==> src/rtl/rtc_pkg.sv <==
package rtc_pkg;
    localparam int NFIELDS   = 7;
    localparam int NBYTES    = 10;
    localparam int ADDR_W    = 4;
    localparam int ADDR_STAT = 10;
    localparam int ADDR_CTRL = 11;

    localparam int F_SEC  = 0;
    localparam int F_MIN  = 1;
    localparam int F_HOUR = 2;
    localparam int F_DOW  = 3;
    localparam int F_DOM  = 4;
    localparam int F_MON  = 5;
    localparam int F_YEAR = 6;

    typedef logic [6:0] field_t;
    typedef field_t [NFIELDS-1:0] tod_t;

    typedef struct packed {
        logic inh;
        logic uie;
        logic bin;
        logic h24;
        logic dst;
    } ctl_t;

    localparam tod_t TOD_RESET = '{7'd0, 7'd1, 7'd1, 7'd1, 7'd0, 7'd0, 7'd0};

    function automatic logic [3:0] field_addr(input int i);
        case (i)
            F_SEC:   return 4'd0;
            F_MIN:   return 4'd2;
            F_HOUR:  return 4'd4;
            F_DOW:   return 4'd6;
            F_DOM:   return 4'd7;
            F_MON:   return 4'd8;
            default: return 4'd9;
        endcase
    endfunction

    function automatic logic [7:0] to_bcd(input field_t v);
        logic [7:0] tens;
        tens = 8'(v) / 8'd10;
        return (tens << 4) + (8'(v) - tens * 8'd10);
    endfunction

    function automatic field_t from_bcd(input logic [7:0] b);
        return 7'(b[7:4]) * 7'd10 + 7'(b[3:0]);
    endfunction

    function automatic logic [7:0] enc_byte(input field_t v, input logic bin);
        return bin ? {1'b0, v} : to_bcd(v);
    endfunction

    function automatic field_t dec_byte(input logic [7:0] b, input logic bin);
        return bin ? b[6:0] : from_bcd(b);
    endfunction

    function automatic logic [7:0] enc_hour(input field_t h, input logic bin, input logic h24);
        logic   pm;
        field_t h12;
        if (h24) return enc_byte(h, bin);
        pm  = (h >= 7'd12);
        h12 = pm ? h - 7'd12 : h;
        if (h12 == 7'd0) h12 = 7'd12;
        return enc_byte(h12, bin) | {pm, 7'b0};
    endfunction

    function automatic field_t dec_hour(input logic [7:0] b, input logic bin, input logic h24);
        field_t h;
        if (h24) return dec_byte(b, bin);
        h = dec_byte({1'b0, b[6:0]}, bin);
        if (h == 7'd12) h = 7'd0;
        if (b[7]) h = h + 7'd12;
        return h;
    endfunction

    function automatic field_t month_days(input field_t mon, input field_t year);
        case (mon)
            7'd2:                      return (year[1:0] == 2'b00) ? 7'd29 : 7'd28;
            7'd4, 7'd6, 7'd9, 7'd11:   return 7'd30;
            default:                   return 7'd31;
        endcase
    endfunction
endpackage

==> src/rtl/rtc_update_seq.sv <==
module rtc_update_seq #(
    parameter int LEAD_CYC = 8,
    parameter int UPD_CYC  = 33
) (
    input  logic clk,
    input  logic rst,
    input  logic tick,
    input  logic inhibit,
    output logic step,
    output logic xfer,
    output logic busy,
    output logic done
);
    localparam int MAXC  = (LEAD_CYC > UPD_CYC) ? LEAD_CYC : UPD_CYC;
    localparam int CNT_W = $clog2(MAXC + 1);

    typedef enum logic [1:0] {S_IDLE, S_WARN, S_UPD} seq_state_t;
    seq_state_t       state;
    logic [CNT_W-1:0] cnt;

    assign step = (state == S_WARN) && (cnt == '0);
    assign xfer = (state == S_UPD)  && (cnt == '0);
    assign busy = (state != S_IDLE) && !inhibit;

    always_ff @(posedge clk) begin
        if (rst) begin
            state <= S_IDLE;
            cnt   <= '0;
            done  <= 1'b0;
        end else begin
            done <= 1'b0;
            case (state)
                S_IDLE: if (tick) begin
                    state <= S_WARN;
                    cnt   <= CNT_W'(LEAD_CYC - 1);
                end
                S_WARN: if (cnt == '0) begin
                    state <= S_UPD;
                    cnt   <= CNT_W'(UPD_CYC - 1);
                end else cnt <= cnt - 1'b1;
                default: if (cnt == '0) begin
                    state <= S_IDLE;
                    done  <= 1'b1;
                end else cnt <= cnt - 1'b1;
            endcase
        end
    end
endmodule

==> src/rtl/rtc_time_core.sv <==
module rtc_time_core
    import rtc_pkg::*;
(
    input  logic               clk,
    input  logic               rst,
    input  logic               step,
    input  logic               dst_en,
    input  logic [NFIELDS-1:0] ld_mask,
    input  tod_t               ld_val,
    output tod_t               cur
);
    tod_t nxt;
    logic fell, fall_set, fall_clr, at_159, sunday;

    always_comb begin
        nxt      = cur;
        fall_set = 1'b0;
        fall_clr = 1'b0;
        at_159   = (cur[F_HOUR] == 7'd1) && (cur[F_MIN] == 7'd59) && (cur[F_SEC] == 7'd59);
        sunday   = (cur[F_DOW] == 7'd1);
        if (dst_en && at_159 && sunday && cur[F_MON] == 7'd4 && cur[F_DOM] <= 7'd7) begin
            nxt[F_HOUR] = 7'd3;
            nxt[F_MIN]  = 7'd0;
            nxt[F_SEC]  = 7'd0;
        end else if (dst_en && at_159 && sunday && cur[F_MON] == 7'd10 &&
                     cur[F_DOM] >= 7'd25 && !fell) begin
            nxt[F_MIN] = 7'd0;
            nxt[F_SEC] = 7'd0;
            fall_set   = 1'b1;
        end else if (cur[F_SEC] != 7'd59) begin
            nxt[F_SEC] = cur[F_SEC] + 7'd1;
        end else begin
            nxt[F_SEC] = 7'd0;
            if (cur[F_MIN] != 7'd59) begin
                nxt[F_MIN] = cur[F_MIN] + 7'd1;
            end else begin
                nxt[F_MIN] = 7'd0;
                if (cur[F_HOUR] != 7'd23) begin
                    nxt[F_HOUR] = cur[F_HOUR] + 7'd1;
                end else begin
                    nxt[F_HOUR] = 7'd0;
                    nxt[F_DOW]  = (cur[F_DOW] == 7'd7) ? 7'd1 : cur[F_DOW] + 7'd1;
                    if (cur[F_DOM] != month_days(cur[F_MON], cur[F_YEAR])) begin
                        nxt[F_DOM] = cur[F_DOM] + 7'd1;
                    end else begin
                        nxt[F_DOM] = 7'd1;
                        fall_clr   = 1'b1;
                        if (cur[F_MON] != 7'd12) begin
                            nxt[F_MON] = cur[F_MON] + 7'd1;
                        end else begin
                            nxt[F_MON]  = 7'd1;
                            nxt[F_YEAR] = (cur[F_YEAR] == 7'd99) ? 7'd0 : cur[F_YEAR] + 7'd1;
                        end
                    end
                end
            end
        end
    end

    always_ff @(posedge clk) begin
        if (rst) begin
            cur  <= TOD_RESET;
            fell <= 1'b0;
        end else begin
            if (step) begin
                cur <= nxt;
                if (fall_set) fell <= 1'b1;
                if (fall_clr) fell <= 1'b0;
            end
            for (int i = 0; i < NFIELDS; i++)
                if (ld_mask[i]) cur[i] <= ld_val[i];
        end
    end
endmodule

==> src/rtl/rtc_host_regs.sv <==
module rtc_host_regs
    import rtc_pkg::*;
(
    input  logic               clk,
    input  logic               rst,
    input  logic               reg_wr,
    input  logic [ADDR_W-1:0]  reg_addr,
    input  logic [7:0]         reg_wdata,
    output logic [7:0]         reg_rdata,
    input  logic               xfer,
    input  logic               busy,
    input  tod_t               cur,
    output ctl_t               ctl,
    output logic [NFIELDS-1:0] ld_mask,
    output tod_t               ld_val
);
    localparam int DEPTH = 2 ** ADDR_W;

    logic [7:0]         bytes_q [DEPTH];
    logic [NFIELDS-1:0] dirty_q;
    logic [7:0]         enc_val [NFIELDS];
    logic               wr_ctl, reload;

    assign wr_ctl = reg_wr && (reg_addr == ADDR_W'(ADDR_CTRL));
    assign reload = wr_ctl && ctl.inh && !reg_wdata[7];

    always_comb begin
        for (int i = 0; i < NFIELDS; i++) begin
            logic       direct;
            logic [7:0] src;
            direct     = reg_wr && (reg_addr == field_addr(i)) && !ctl.inh;
            src        = direct ? reg_wdata : bytes_q[field_addr(i)];
            ld_val[i]  = (i == F_HOUR) ? dec_hour(src, ctl.bin, ctl.h24) : dec_byte(src, ctl.bin);
            ld_mask[i] = direct || (reload && dirty_q[i]);
            enc_val[i] = (i == F_HOUR) ? enc_hour(cur[i], ctl.bin, ctl.h24) : enc_byte(cur[i], ctl.bin);
        end
    end

    always_ff @(posedge clk) begin
        if (rst) begin
            for (int a = 0; a < DEPTH; a++) bytes_q[a] <= 8'h00;
            for (int i = 0; i < NFIELDS; i++)
                bytes_q[field_addr(i)] <= (i == F_HOUR) ? enc_hour(TOD_RESET[i], 1'b0, 1'b0)
                                                        : enc_byte(TOD_RESET[i], 1'b0);
            dirty_q <= '0;
            ctl     <= '0;
        end else begin
            if (xfer && !ctl.inh)
                for (int i = 0; i < NFIELDS; i++) bytes_q[field_addr(i)] <= enc_val[i];
            if (reg_wr && reg_addr < ADDR_W'(NBYTES))
                bytes_q[reg_addr] <= reg_wdata;
            if (reload) dirty_q <= '0;
            else
                for (int i = 0; i < NFIELDS; i++)
                    if (reg_wr && reg_addr == field_addr(i) && ctl.inh) dirty_q[i] <= 1'b1;
            if (wr_ctl)
                ctl <= '{inh: reg_wdata[7], uie: reg_wdata[4] & ~reg_wdata[7],
                         bin: reg_wdata[2], h24: reg_wdata[1], dst: reg_wdata[0]};
        end
    end

    always_comb begin
        if (reg_addr < ADDR_W'(NBYTES))            reg_rdata = bytes_q[reg_addr];
        else if (reg_addr == ADDR_W'(ADDR_STAT))   reg_rdata = {busy, 7'b0};
        else if (reg_addr == ADDR_W'(ADDR_CTRL))
            reg_rdata = {ctl.inh, 2'b00, ctl.uie, 1'b0, ctl.bin, ctl.h24, ctl.dst};
        else                                       reg_rdata = 8'h00;
    end
endmodule

==> src/rtl/rtc_update_engine.sv <==
module rtc_update_engine
    import rtc_pkg::*;
#(
    parameter int LEAD_CYC = 8,
    parameter int UPD_CYC  = 33
) (
    input  logic              clk,
    input  logic              rst,
    input  logic              sec_tick,
    input  logic              reg_wr,
    input  logic [ADDR_W-1:0] reg_addr,
    input  logic [7:0]        reg_wdata,
    output logic [7:0]        reg_rdata,
    output logic              upd_busy,
    output logic              upd_done,
    output logic              upd_irq
);
    ctl_t               ctl;
    tod_t               cur, ld_val;
    logic [NFIELDS-1:0] ld_mask;
    logic               step, xfer;

    rtc_update_seq #(.LEAD_CYC(LEAD_CYC), .UPD_CYC(UPD_CYC)) i_seq (
        .clk(clk), .rst(rst), .tick(sec_tick), .inhibit(ctl.inh),
        .step(step), .xfer(xfer), .busy(upd_busy), .done(upd_done)
    );

    rtc_time_core i_core (
        .clk(clk), .rst(rst), .step(step), .dst_en(ctl.dst),
        .ld_mask(ld_mask), .ld_val(ld_val), .cur(cur)
    );

    rtc_host_regs i_regs (
        .clk(clk), .rst(rst), .reg_wr(reg_wr), .reg_addr(reg_addr),
        .reg_wdata(reg_wdata), .reg_rdata(reg_rdata), .xfer(xfer),
        .busy(upd_busy), .cur(cur), .ctl(ctl), .ld_mask(ld_mask), .ld_val(ld_val)
    );

    assign upd_irq = upd_done && ctl.uie;
endmodule

==> config.mk <==
export PLATFORM = sky130hd
export DESIGN_NAME = rtc_update_engine
export DESIGN_NICKNAME = d
export VERILOG_FILES = /design/src/rtl/rtc_pkg.sv /design/src/rtl/rtc_update_seq.sv /design/src/rtl/rtc_time_core.sv /design/src/rtl/rtc_host_regs.sv /design/src/rtl/rtc_update_engine.sv
export SDC_FILE = /design/constraint.sdc
export NUM_CORES = 1
export LEC_CHECK = 0
export BUFFER_PORTS_ARGS = -buffer_cell sky130_fd_sc_hd__buf_2
export CORE_ASPECT_RATIO = 1.25
export CORE_UTILIZATION = 35
export DETAILED_ROUTE_END_ITERATION = 12
export HOLD_SLACK_MARGIN = 0.12
export PLACE_DENSITY = 0.52
export SKIP_CTS_REPAIR_TIMING = 1
export SLEW_MARGIN = 20
export SYNTH_ARGS = -nofsm -noshare
export SYNTH_HDL_FRONTEND = slang
export SYNTH_SLANG_ARGS = --single-unit
==> constraint.sdc <==
create_clock -name clk -period 9.4 [get_ports clk]
set_clock_uncertainty 0.15 [all_clocks]
set_input_delay 1.88 -clock clk [delete_from_list [all_inputs] [get_ports clk]]
set_output_delay 1.88 -clock clk [all_outputs]
set_load 0.01 [all_outputs]
==> flow_metrics.tcl <==
set metrics [dict create \
    netlist_area_um2 17700 \
    yosysTopAreaCell "edfxtp_1" \
    yosysMostFrequentCell "nand2_1" \
    reg2regPathDepth 38 \
    dp_slack_ns 0.212 \
    fin_crit_sh 0.930 \
    critPathKind "register to register" \
    ys_seq_area_frac 0.216 \
    crit_end "i_regs.bytes_q[4][7]" \
    synth_compound_area_frac 0.219 \
    drtIter0Drc 938 \
    switchingPower_mw 0.734 \
    swShare 0.349 \
    grt_max_degree 75 \
    syn_inst 2185 \
    yosysWarningCount 0 \
    syn_avg_cell_area_um2 8.10 \
    start_util 0.356 \
    place_congestion 0.884 \
    synth_nets 2433 \
    grt_pass1_vias 15400 \
    final_area_um2 18900 \
    synth_common_cells "nand2_1 (205), nor2_1 (193), inv_1 (191), ha_1 (178), a21oi_1 (162)" \
    instances_no_fill 2786 \
    synth-xor-area-share 0.0510 \
    final_nets 2369 \
    cp-start-kind "register" \
    portBuffers 26 \
    die_h_um 253 \
    place_inst 2751 \
    period_minus_slack_ns 8.75 \
    async_flop_share 0 \
    ys_ff_latch 151 \
    rr_startpoint "i_core.cur[15]" \
    core_area_um2 49600 \
    grt_util_all_layers 0.213 \
    cts-root-buf "clkbuf_16" \
    grt_pass1_wl_um 85400 \
    clock_sinks 151 \
    synth_top_area_frac 0.136 \
    power_leakage_nw 7.61 \
    dieArea_um2 51500 \
    drc 0 \
    synthAdderAreaFrac 0.187 \
    first_pass_iters 5 \
    setup_ws_ns 0.655 \
    clockPowerShare 0.330 \
    finalSetupViolCount 0 \
    cts_max_path_buffers 2 \
    muxShareOfSynthArea 0.0750 \
    yosysUniqueCellTypes 85 \
    slew_headroom 0.308 \
    power.density_nw_per_um2 111 \
    r2r_end "i_regs.bytes_q[4][7]" \
    hp-start "i_regs.dirty_q[5]" \
    clk_latency_ns 0.46 \
    sequentialPowerShare 0.365 \
    crit_fanout 7 \
    numCtsBuffers 17 \
    avgViaCountPerCell 5.60 \
    gr-total-overflow 0 \
    worstSetupStartpoint "i_core.cur[15]" \
    cts.reportedPaths.clkPinSlew_ns 0.07 \
    crit_path_max_incr_delay_ns 0.45 \
    placed_area_um2 18300 \
    ios 27 \
    endpoint_kind "register" \
    rows 91 \
    fill_cells 5209 \
    outcome "finished, final reports clean" \
    cpMostUsedCell "ha_1" \
    htreeDepth 4 \
    cp_slowest_cell "fa_1" \
    maxCapViolCount 0 \
    antenna_found_initial 0 \
    max_freq_ghz 0.114 \
    die_w_um 203 \
    cts_tree "yes" \
    peakVddDrop_uv 92.4 \
    synth.area.top_cells "edfxtp_1 (14%), ha_1 (13%), dfxtp_1 (8.0%), fa_1 (6.1%), a21oi_1 (4.6%)" \
    p_comb_frac 0.305 \
    required_ns 9.46 \
    synth_top_family_by_area "compound AO/OA/AOI/OAI gates" \
    hold_class "register to register" \
    synthSimpleGateAreaFrac 0.177 \
    ys.flop_type "edfxtp_1" \
    ff2ff_setup_slack_ns 0.65 \
    postRouteAntennaNets 0 \
    area_growth_pct 6.68 \
    arrival_ns 8.81 \
    wirelength_um 54000 \
    rsz0062_at_grt "no" \
    hpwl_um 40800 \
    final-max-slew-violation-count 0 \
    p_int_mw 1.37 \
    layout-drive-gt1-share 0.0834 \
    power_mw 2.10 \
    worst_pin_slew_ns 1.03 \
    hold_viol 0 \
    synth_edf_count 80 \
    tns_ns 0 \
    wl_per_cell_um 19.4 \
    num_vias 15600 \
]
per-stage QoR:
step | utilization | hold WS, ns
floorplan | - | 0.287
global placement | 0.368 | 0.305
detailed placement | 0.368 | 0.320
CTS | 0.380 | 0.338
global route | 0.380 | 0.375
finish | 0.380 | 0.337
cell usage in the layout (no fill, tap or decap), drive strengths merged, types with 32 or more instances in the layout:
master,count
dfxtp,71
nor3,45
inv,198
fa,54
edfxtp,80
xor2,32
and2,34
o21ai,133
mux2,43
buf,54
a21o,46
a21oi,162
nand3,44
xnor2,71
nor2,193
a211oi,39
o31ai,35
mux2i,37
nand2,205
ha,178
metal layers:
layer | GRT usage | vias up | wire length [µm]
met1 | 0.259 | 7520 | 23100
met2 | 0.382 | 342 | 27100
met4 | 0.0846 | 0 | 1830
met3 | 0.0224 | 81 | 1950
met5 | 0 | - | 0
li1 | - | 7671 | -
worst min path at each step:
stage | endpoint | slack, ns | cells after the start
finish | i_regs.dirty_q[5] | 0.34 | 2
global route | i_regs.dirty_q[5] | 0.37 | 2
CTS | i_regs.dirty_q[5] | 0.34 | 2
detailed placement | i_regs.dirty_q[5] | 0.32 | 2
global placement | i_regs.dirty_q[5] | 0.31 | 2
floorplan | i_regs.dirty_q[5] | 0.29 | 2
kinds of logic after synthesis:
family | count (synthesis)
muxes | 101
buffers and inverters | 334
adders and majority gates | 232
AOI/OAI and AO/OA | 600
DFF | 151
xor gates and xnor gates | 103
and+or+nand+nor | 664
area by class of cell:
| class | count | area, µm² | area share |
|---|---|---|---|
| multi-input cells | 1700 | 12600 | 0.666 |
| well taps | 651 | 815 | 0.0431 |
| clock buffers | 17 | 425 | 0.0225 |
| flip-flops and latches | 151 | 3830 | 0.203 |
| clock inverters | 15 | 148 | 0.00782 |
| repair buffers | 54 | 340 | 0.0180 |
| diodes | 1 | 2.50 | 0.000133 |
| inverters | 197 | 742 | 0.0393 |
power groups by stage:
stage	clock (mW)	combinational (mW)	sequential (mW)
floorplan	0	0.493	0.755
global route	0.726	0.715	0.770
global placement	0	0.629	0.780
CTS	0.702	0.642	0.766
finish	0.692	0.641	0.766
detailed placement	0	0.636	0.780
state kept, by name, indices dropped and copies added, names as in the netlist:
register,flops
i_regs.ctl,5
i_seq.cnt,6
i_core.cur,49
i_regs.dirty_q,7
i_seq.state,2
i_seq.done,1
i_regs.bytes_q,80
i_core.fell,1
worst max-delay path, delay by kind of cell, from the launching register on:
family | cells | cell delay, ns
adders and majority gates | 9 | 2.90
AOI/OAI and AO/OA | 14 | 2.80
and+or+nand+nor | 7 | 1.24
buffers and inverters | 6 | 0.73
DFF | 1 | 0.39
xor gates and xnor gates | 2 | 0.27
Note: power is estimated with default switching activity, not from simulation.
